### config.mk
export PLATFORM = sky130hd
export DESIGN_NAME = acc_alu
export DESIGN_NICKNAME = d
export VERILOG_FILES = /design/src/rtl/acc_alu_pkg.sv /design/src/rtl/acc_alu_opsel.sv /design/src/rtl/acc_alu_adder.sv /design/src/rtl/acc_alu_core.sv /design/src/rtl/acc_alu_flagctl.sv /design/src/rtl/acc_alu.sv
export SDC_FILE = /design/constraint.sdc
export NUM_CORES = 1
export LEC_CHECK = 0
export CAP_MARGIN = 20
export CORE_MARGIN = 3
export CORE_UTILIZATION = 40
export CTS_CLUSTER_DIAMETER = 120
export DETAILED_ROUTE_END_ITERATION = 8
export PLACE_DENSITY = 0.64
export SKIP_CTS_REPAIR_TIMING = 1
export SLEW_MARGIN = 10
export SYNTH_ARGS = -nofsm -noshare
export SYNTH_HDL_FRONTEND = slang
export SYNTH_HIERARCHICAL = 1
export SYNTH_SLANG_ARGS = --single-unit
### constraint.sdc
create_clock -name clk -period 13.05 [get_ports clk]
set_input_delay 3.2625 -clock clk [delete_from_list [all_inputs] [get_ports clk]]
set_output_delay 3.2625 -clock clk [all_outputs]
set_load 0.01 [all_outputs]
### src/rtl/acc_alu_pkg.sv
package acc_alu_pkg;

   localparam int OP_W = 4;

   typedef enum logic [OP_W-1:0] {
      OP_ADD  = 4'd0,
      OP_SUB  = 4'd1,
      OP_AND  = 4'd2,
      OP_OR   = 4'd3,
      OP_XOR  = 4'd4,
      OP_COM  = 4'd5,
      OP_INC  = 4'd6,
      OP_DEC  = 4'd7,
      OP_RL   = 4'd8,
      OP_RR   = 4'd9,
      OP_SWAP = 4'd10,
      OP_PASS = 4'd11
   } alu_op_e;

   typedef struct packed {
      logic legal;
      logic upd_c;
      logic upd_dc;
      logic upd_z;
   } flag_ctl_t;

endpackage

### src/rtl/acc_alu_opsel.sv
module acc_alu_opsel #(
   parameter int DW = 8
) (
   input  logic [DW-1:0] w,
   input  logic [DW-1:0] file_rd,
   input  logic [DW-1:0] imm,
   input  logic          src_imm,
   input  logic          unary_w,
   output logic [DW-1:0] b_opnd,
   output logic [DW-1:0] u_opnd
);

   assign b_opnd = src_imm ? imm : file_rd;
   assign u_opnd = unary_w ? w : b_opnd;

endmodule

### src/rtl/acc_alu_adder.sv
module acc_alu_adder #(
   parameter int DW          = 8,
   parameter int NIB_W       = 4,
   parameter bit SPLIT_CHAIN = 1'b1
) (
   input  logic [DW-1:0] x,
   input  logic [DW-1:0] y,
   input  logic          ci,
   output logic [DW-1:0] sum,
   output logic          co,
   output logic          dco
);

   localparam int HI_W = DW - NIB_W;

   generate
      if (SPLIT_CHAIN) begin : g_split
         logic [NIB_W:0] lo;
         logic [HI_W:0]  hi;
         always_comb begin
            lo = {1'b0, x[NIB_W-1:0]} + {1'b0, y[NIB_W-1:0]} + {{NIB_W{1'b0}}, ci};
            hi = {1'b0, x[DW-1:NIB_W]} + {1'b0, y[DW-1:NIB_W]} + {{HI_W{1'b0}}, lo[NIB_W]};
         end
         assign sum = {hi[HI_W-1:0], lo[NIB_W-1:0]};
         assign co  = hi[HI_W];
         assign dco = lo[NIB_W];
      end else begin : g_flat
         logic [DW:0] full;
         assign full = {1'b0, x} + {1'b0, y} + {{DW{1'b0}}, ci};
         assign sum  = full[DW-1:0];
         assign co   = full[DW];
         assign dco  = x[NIB_W] ^ y[NIB_W] ^ full[NIB_W];
      end
   endgenerate

endmodule

### src/rtl/acc_alu_core.sv
module acc_alu_core
   import acc_alu_pkg::*;
#(
   parameter int DW          = 8,
   parameter int NIB_W       = 4,
   parameter bit SPLIT_CHAIN = 1'b1
) (
   input  logic [OP_W-1:0] op,
   input  logic [DW-1:0]   w,
   input  logic [DW-1:0]   b,
   input  logic [DW-1:0]   u,
   input  logic            c_in,
   output logic [DW-1:0]   res,
   output logic            c_new,
   output logic            dc_new
);

   localparam int            HALF = DW / 2;
   localparam logic [DW-1:0] ONE  = DW'(1);

   alu_op_e       opc;
   logic [DW-1:0] add_y;
   logic          add_ci;
   logic [DW-1:0] add_sum;
   logic          add_co;
   logic          add_dco;

   assign opc    = alu_op_e'(op);
   assign add_ci = (opc == OP_SUB);
   assign add_y  = add_ci ? ~w : w;

   acc_alu_adder #(
      .DW          (DW),
      .NIB_W       (NIB_W),
      .SPLIT_CHAIN (SPLIT_CHAIN)
   ) i_adder (
      .x   (b),
      .y   (add_y),
      .ci  (add_ci),
      .sum (add_sum),
      .co  (add_co),
      .dco (add_dco)
   );

   always_comb begin
      res    = '0;
      c_new  = c_in;
      dc_new = 1'b0;
      case (opc)
         OP_ADD, OP_SUB: begin
            res    = add_sum;
            c_new  = add_co;
            dc_new = add_dco;
         end
         OP_AND:  res = b & w;
         OP_OR:   res = b | w;
         OP_XOR:  res = b ^ w;
         OP_COM:  res = ~u;
         OP_INC:  res = u + ONE;
         OP_DEC:  res = u - ONE;
         OP_RL: begin
            res   = {u[DW-2:0], c_in};
            c_new = u[DW-1];
         end
         OP_RR: begin
            res   = {c_in, u[DW-1:1]};
            c_new = u[0];
         end
         OP_SWAP: res = {u[HALF-1:0], u[DW-1:HALF]};
         OP_PASS: res = u;
         default: res = '0;
      endcase
   end

endmodule

### src/rtl/acc_alu_flagctl.sv
module acc_alu_flagctl
   import acc_alu_pkg::*;
(
   input  logic [OP_W-1:0] op,
   output flag_ctl_t       ctl
);

   always_comb begin
      ctl = '0;
      case (alu_op_e'(op))
         OP_ADD, OP_SUB:
            ctl = '{legal: 1'b1, upd_c: 1'b1, upd_dc: 1'b1, upd_z: 1'b1};
         OP_AND, OP_OR, OP_XOR, OP_COM, OP_INC, OP_DEC, OP_PASS:
            ctl = '{legal: 1'b1, upd_c: 1'b0, upd_dc: 1'b0, upd_z: 1'b1};
         OP_RL, OP_RR:
            ctl = '{legal: 1'b1, upd_c: 1'b1, upd_dc: 1'b0, upd_z: 1'b0};
         OP_SWAP:
            ctl = '{legal: 1'b1, upd_c: 1'b0, upd_dc: 1'b0, upd_z: 1'b0};
         default:
            ctl = '0;
      endcase
   end

endmodule

### src/rtl/acc_alu.sv
module acc_alu
   import acc_alu_pkg::*;
#(
   parameter int DW          = 8,
   parameter int NIB_W       = 4,
   parameter bit SPLIT_CHAIN = 1'b1
) (
   input  logic            clk,
   input  logic            rst_n,
   input  logic            op_valid,
   input  logic [OP_W-1:0] op,
   input  logic            src_imm,
   input  logic            unary_w,
   input  logic            dst_file,
   input  logic [DW-1:0]   file_rd,
   input  logic [DW-1:0]   imm,
   output logic            file_wr_en,
   output logic [DW-1:0]   file_wr_data,
   output logic [DW-1:0]   w_q,
   output logic            c_q,
   output logic            dc_q,
   output logic            z_q
);

   generate
      if ((DW % 2) != 0 || DW < 2 * NIB_W) begin : g_bad_width
         $error("acc_alu: DW must be even and at least twice NIB_W");
      end
      if (NIB_W < 1) begin : g_bad_nib
         $error("acc_alu: NIB_W must be positive");
      end
   endgenerate

   logic [DW-1:0] b_opnd;
   logic [DW-1:0] u_opnd;
   logic [DW-1:0] res;
   logic          c_new;
   logic          dc_new;
   flag_ctl_t     fctl;
   logic          fire;

   acc_alu_opsel #(.DW(DW)) i_opsel (
      .w       (w_q),
      .file_rd (file_rd),
      .imm     (imm),
      .src_imm (src_imm),
      .unary_w (unary_w),
      .b_opnd  (b_opnd),
      .u_opnd  (u_opnd)
   );

   acc_alu_core #(
      .DW          (DW),
      .NIB_W       (NIB_W),
      .SPLIT_CHAIN (SPLIT_CHAIN)
   ) i_core (
      .op     (op),
      .w      (w_q),
      .b      (b_opnd),
      .u      (u_opnd),
      .c_in   (c_q),
      .res    (res),
      .c_new  (c_new),
      .dc_new (dc_new)
   );

   acc_alu_flagctl i_flagctl (
      .op  (op),
      .ctl (fctl)
   );

   assign fire         = op_valid & fctl.legal;
   assign file_wr_en   = fire & dst_file;
   assign file_wr_data = res;

   always_ff @(posedge clk or negedge rst_n) begin
      if (!rst_n) begin
         w_q  <= '0;
         c_q  <= 1'b0;
         dc_q <= 1'b0;
         z_q  <= 1'b0;
      end else if (fire) begin
         if (!dst_file)   w_q  <= res;
         if (fctl.upd_c)  c_q  <= c_new;
         if (fctl.upd_dc) dc_q <= dc_new;
         if (fctl.upd_z)  z_q  <= (res == '0);
      end
   end

endmodule

* Word level (Yosys, flattened, before mapping)
Memories as Yosys holds them, arrays and structs flattened.
Cells that the tools add are included.
** Word-level totals
- ROM bits :: 64
- Output and inout port bits :: 20
- Word-level logic and storage cells :: 44
- Register bits after elaboration :: 11
- Input port bits :: 26
- Memories :: 1
** Memories
- (no name shown) :: depth 16, width 4, rd ports 1, clocked after memory_dff 0, wr ports 0, line acc_alu_flagctl.sv:10 : case (alu_op_e'(op))
** Cells by class
- Reductions and logical operators :: 8
- Multiplexer cells :: 6
- Bitwise operators :: 8
- Add/subtract/negate cells :: 6
- Equality and inequality tests :: 11
** Operators with widths (count)
- case mux 8 bit (11 select lines) :: 1
- 2-to-1 mux 8 bit :: 3
- equality test 4 x 3 -> 1 bit (second input constant) :: 4
- equality test 4 bit (second input constant) :: 4
- NOT 8 bit :: 2
- adder 4 x 4 -> 5 bit :: 2
- adder 5 x 1 -> 5 bit :: 2
- adder 8 x 1 -> 8 bit (second input constant) :: 1
- AND 8 bit :: 1
- equality test 4 x 2 -> 1 bit (second input constant) :: 2
- logical NOT 8 bit :: 1
- OR 8 bit :: 1
- subtractor 8 x 1 -> 8 bit (second input constant) :: 1
- bitwise XOR 8 bit :: 1
- AND reduction 2 bit :: 3
- equality test 4 x 1 -> 1 bit (second input constant) :: 1
- logical NOT 4 bit :: 1
- case mux 1 bit (3 select lines) :: 1
- AND reduction 3 bit :: 1
- nonzero test 3 bit :: 1
- AND 1 bit :: 2
- OR reduction 2 bit :: 1
- 2-to-1 mux 1 bit :: 1
- NOT 1 bit :: 1

* Logic depth before layout (Yosys ltp)
- Depth after elaboration :: 7
- Gate-level depth with buffers :: 22
- Mapped depth without buffers :: 20

* Cells and area by module
The synthesis kept the hierarchy.
** Modules (own cells, without submodules)
- acc_alu_core :: instances 1, cells an instance 197, area an instance 1366.3 µm², sequential area each 0.0 µm²
- acc_alu :: instances 1, cells an instance 31, area an instance 455.4 µm², sequential area each 275.3 µm²
- acc_alu_adder :: instances 1, cells an instance 32, area an instance 284.0 µm², sequential area each 0.0 µm²
- acc_alu_opsel :: instances 1, cells an instance 18, area an instance 225.2 µm², sequential area each 0.0 µm²
- acc_alu_flagctl :: instances 1, cells an instance 5, area an instance 21.3 µm², sequential area each 0.0 µm²

* Worst setup path before layout
OpenSTA, ideal clock, no wires.
- Path type :: input to output
- Start point :: input op[1]
- End point :: output file_wr_data[7]
- Arrival time :: 6.634 ns
- Data required time :: 9.788 ns
- Path slack :: 3.153 ns
- Stages on the path :: 18
- Path buffers :: 2
- Cells stage by stage :: clkbuf_1 -> nor2_1 -> and3_1 -> buf_2 -> xnor2_1 -> inv_1 -> fa_1 -> inv_1 -> fa_1 -> a21o_2 -> a21o_1 -> fa_1 -> a21o_1 -> a21oi_1 -> xnor2_1 -> a22o_1 -> a211oi_1 -> o21ai_1
** Between the ends
- Word-level cells in the longest chain between the ends :: 6
- Elaborated cells on any way between the ends :: 19
- Those cells by class :: 4 x add/sub; 11 x eq/ne; 2 x mux; 2 x reduce/logical
** Ends and longest elaborated chain
- start, declared :: line acc_alu.sv:11 : input logic [OP_W-1:0] op,
- equality test 4 x 1 -> 1 bit :: line acc_alu_core.sv:29 : assign add_ci = (opc == OP_SUB);
- net i_core.add_ci :: line acc_alu_core.sv:23 : logic add_ci;
- 2-to-1 mux 8 bit :: line acc_alu_core.sv:30 : assign add_y = add_ci ? ~w : w;
- net i_core.add_y[0] :: line acc_alu_core.sv:22 : logic [DW-1:0] add_y;
- adder 4 x 4 -> 5 bit :: line acc_alu_adder.sv:21 : lo = {1'b0, x[NIB_W-1:0]} + {1'b0, y[NIB_W-1:0]} + {{NIB_W{1'b0}}, ci};
- adder 5 x 1 -> 5 bit :: line acc_alu_adder.sv:21
- net i_core.add_dco :: line acc_alu_core.sv:26 : logic add_dco;
- adder 5 x 1 -> 5 bit :: line acc_alu_adder.sv:22 : hi = {1'b0, x[DW-1:NIB_W]} + {1'b0, y[DW-1:NIB_W]} + {{HI_W{1'b0}}, lo[NIB_W]};
- net i_core.add_sum[7] :: line acc_alu_core.sv:24 : logic [DW-1:0] add_sum;
- case mux 8 bit (11 select lines) :: line acc_alu_core.sv:49 : case (opc)
- end, declared :: line acc_alu.sv:18 : output logic [DW-1:0] file_wr_data,
The timed path passes the listed nets, and every way through them passes these cells.

* Worst setup path in the final report
- Start point :: input op[1]
- End point :: output file_wr_data[5]
** Between the ends
- Word-level cells in the longest chain between the ends :: 6
- Elaborated cells on any way between the ends :: 19
- Those cells by class :: 4 x add/sub; 11 x eq/ne; 2 x mux; 2 x reduce/logical
** Ends and longest elaborated chain (line)
- equality test 4 x 1 -> 1 bit :: acc_alu_core.sv:29
- 2-to-1 mux 8 bit :: acc_alu_core.sv:30
- net i_core.add_y[0] :: acc_alu_core.sv:22
- adder 4 x 4 -> 5 bit :: acc_alu_adder.sv:21
- adder 5 x 1 -> 5 bit :: acc_alu_adder.sv:21
- net i_core.add_dco :: acc_alu_core.sv:26
- adder 5 x 1 -> 5 bit :: acc_alu_adder.sv:22
- net i_core.add_sum[5] :: acc_alu_core.sv:24
- case mux 8 bit (11 select lines) :: acc_alu_core.sv:49
The timed path passes the listed nets, and every way through them passes these cells.

==> summary.txt <==
Run status
  – Run status: completed

Route
  – Initial DRC count: 220
  – DRT Wirelength: 7.091 mm
  – Post-DRT Antenna Nets: 0
  – Vias/cell: 5.920
  – DRC viols: 0
  – Routed len/inst: 18.28 um
  – Drt first pass iters: 5
  – DR vias: 2297

Place
  – DP Cell Count: 384
  – RePlAce Congestion: 0.9199
  – Area after DPL: 2823 sq um
  – Hpwl dp: 5.482 mm
  – I/O Buffers: 45

Worst hold path
  – Hold endpoint: z_q
  – Worst hold path type: register to register
  – Hold Startpoint: z_q
  – WHS Path Cells: 2

Final layout
  – Antenna diode count: 0
  – Layout area overhead: 21.91%
  – Share of cells above drive strength 1: 14.24%
  – Fin cells: 388
  – Post-layout instance area: 2868 sq um
  – Fin nets: 370
  – Finished Core Util: 51.14%

Floorplan
  – Top-level I/O count: 46
  – Core area: 5608 sq um
  – Die Height: 82.69 um
  – Initial Util: 41.95%
  – Core Rows: 27
  – Chip width: 82.69 um
  – Die ar.: 6837 sq um

Critical path
  – FF-to-FF path depth: 18
  – Reg2reg start: w_q[0]
  – Required time worst endpoint: 9.79 ns
  – Startpoint Class: input pin
  – FF-to-FF setup slack: 9.11 ns
  – Worst r2r dst: z_q
  – CP max FO: 26
  – Arrival @ worst endpoint: 8.05 ns
  – Crit end category: output port
  – CP Class: input pin to output port

Global routing
  – Largest net degree at the start of global routing: 37
  – Vias in the first global route: 2254
  – Total grt overflow: 0
  – Initial antenna violation count: 0
  – Total GRT Usage: 21.50%
  – First-pass GRT wire length: 11.30 mm

Pwr
  – PwrDens: 118.9 nW/um^2
  – Max IR drop VDD: 0.09203 mV
  – Final Power: 0.0003410 W
  – Static leakage: 1.262 nW

Flow run
  – Max Cap Viol: 0

Yosys
  – Yosys top cell area share: 12.23%
  – Mapped Cells: 283
  – Yosys reg bits: 11
  – Number of library cell types mapped by synthesis: 62
  – Main area contributors after synthesis: ha_1 (12%), dfrtp_1 (12%), mux2_2 (9.6%)
  – Synth Net Count: 336
  – Ys async rst share: 100.0%
  – Post-Synthesis Cell Area: 2352 sq um
  – Syn avg cell area: 8.312 sq um
  – Commonest cells post-synth: inv_1 (28), ha_1 (23), mux2_2 (20)
  – Ys flop type: dfrtp_1
  – Post-synthesis sequential area ratio: 11.70%
  – Ys Warns: 6
  – Most frequent cell after synthesis: inv_1
  – Yosys top cell by area: ha_1
  – Post-synth EDFFs: 0

Clock tree
  – CTS max path bufs: 2
  – TritonCTS clock tree: built
  – Clk_lat worst skew: 0.23 ns
  – Cts bufs inserted: 3
  – Reg clk slew, reported paths: 0.05 ns
  – H-tree levels: 1
  – Clk sink count: 11
  – Clock Tree Root: clkbuf_8

Timing
  – Final Setup Violations: 0
  – Unrepaired setup endpoints after global routing: false
  – Final slew viol count: 0
  – Clk_skew: 0.002182 ns
  – Final Hold Vio Count: 0
  – Max Clk Rate: 88.43 MHz
  – Tightest Pin Transition: 0.5582 ns
  – TNS Setup: 0 ns
  – Slew margin rel.: 61.83%
  – Final period util: 86.66%
  – Final worst path period need: 11.31 ns
==> critical path, cell delays in order <==
cell             delay [ns]
clkdlybuf4s50_1        0.39
buf_4                  0.22
nor2_1                 0.41
and3_1                 0.53
xnor2_1                0.12
inv_1                  0.09
fa_1                   0.17
inv_1                  0.06
fa_1                   0.39
a21o_2                 0.22
a21o_1                 0.20
fa_1                   0.39
inv_1                  0.08
fa_1                   0.40
inv_1                  0.06
nand2_1                0.05
a31oi_1                0.15
a31oi_1                0.06
o211ai_1               0.18
clkdlybuf4s50_1        0.61
==> cell families (layout without fill, tap and decap cells) <==
| group | count (synthesis) | count (layout) | synth area share [%] |
|---|---|---|---|
| muxes | 33 | 33 | 16.86 |
| DFF | 11 | 11 | 11.70 |
| buffers and inverters | 50 | 83 | 9.043 |
| AOI/OAI and AO/OA | 71 | 71 | 22.13 |
| and+or+nand+nor | 72 | 72 | 17.55 |
| adders and majority gates | 27 | 27 | 15.64 |
| xor gates and xnor gates | 19 | 19 | 7.074 |
==> routing by layer <==
layer	GRT usage (%)	up-vias	wire, um
met2	35.50	112	3276
met1	29.63	1064	3125
li1	-	1102	-
met3	1.627	19	504
met5	0	-	0
met4	6.863	0	184
==> where the power goes <==
group	internal, W	switching, W	total [W]	leakage (nW)
registers	0.0000446	0.0000174	0.0000620	0.140
logic	0.000120	0.000126	0.000246	1.10
clock network	0.0000214	0.0000117	0.0000330	0.0228
total	0.000186	0.000155	0.000341	1.26
==> how the worst max path moves through the flow <==
| stage | startpoint | end | slack (ns) | cells after the start |
|---|---|---|---|---|
| 2_1_floorplan | op[1] | file_wr_data[7] | 3.15 | 18 |
| 3_3_place_gp | op[1] | file_wr_data[5] | 1.87 | 20 |
| 3_5_place_dp | op[1] | file_wr_data[5] | 1.75 | 20 |
| 4_1_cts | op[1] | file_wr_data[5] | 1.75 | 20 |
| 5_1_grt | op[1] | file_wr_data[5] | 1.35 | 20 |
| 6_report | op[1] | file_wr_data[5] | 1.74 | 20 |
==> sequential cells by signal, indices dropped and copies added, names as in the netlist <==
signal and flops:
c_q 1, z_q 1, w_q 8, dc_q 1
==> through the flow <==
stage | hold WS, ns | setup slack (ns)
after floorplan | 0.5106 | 3.153
after global placement | 0.4727 | 1.873
after detailed placement | 0.4748 | 1.748
after CTS | 0.4901 | 1.749
after global routing | 0.5324 | 1.353
final | 0.4882 | 1.741
==> cell usage in the layout, fill, tap and decap left out, drive strengths merged, types with 5 or more instances in the layout <==
master,count
a21o,5
a21oi,11
a31oi,7
and3,5
clkdlybuf4s50,45
dfrtp,11
ha,23
inv,30
mux2,29
nand2,18
nand3,6
nor2,11
nor2b,8
o21ai,15
xnor2,15
==> area by class of cell <==
cell class | instances | area [sq um]
fill | 543 | 2740
sequential | 11 | 275.3
inverter | 30 | 112.6
tap | 72 | 90.09
timing repair buffer | 49 | 480.5
clock buffer | 4 | 45.04
multi-input combinational | 222 | 1864
(Power assumes the default switching activity.)
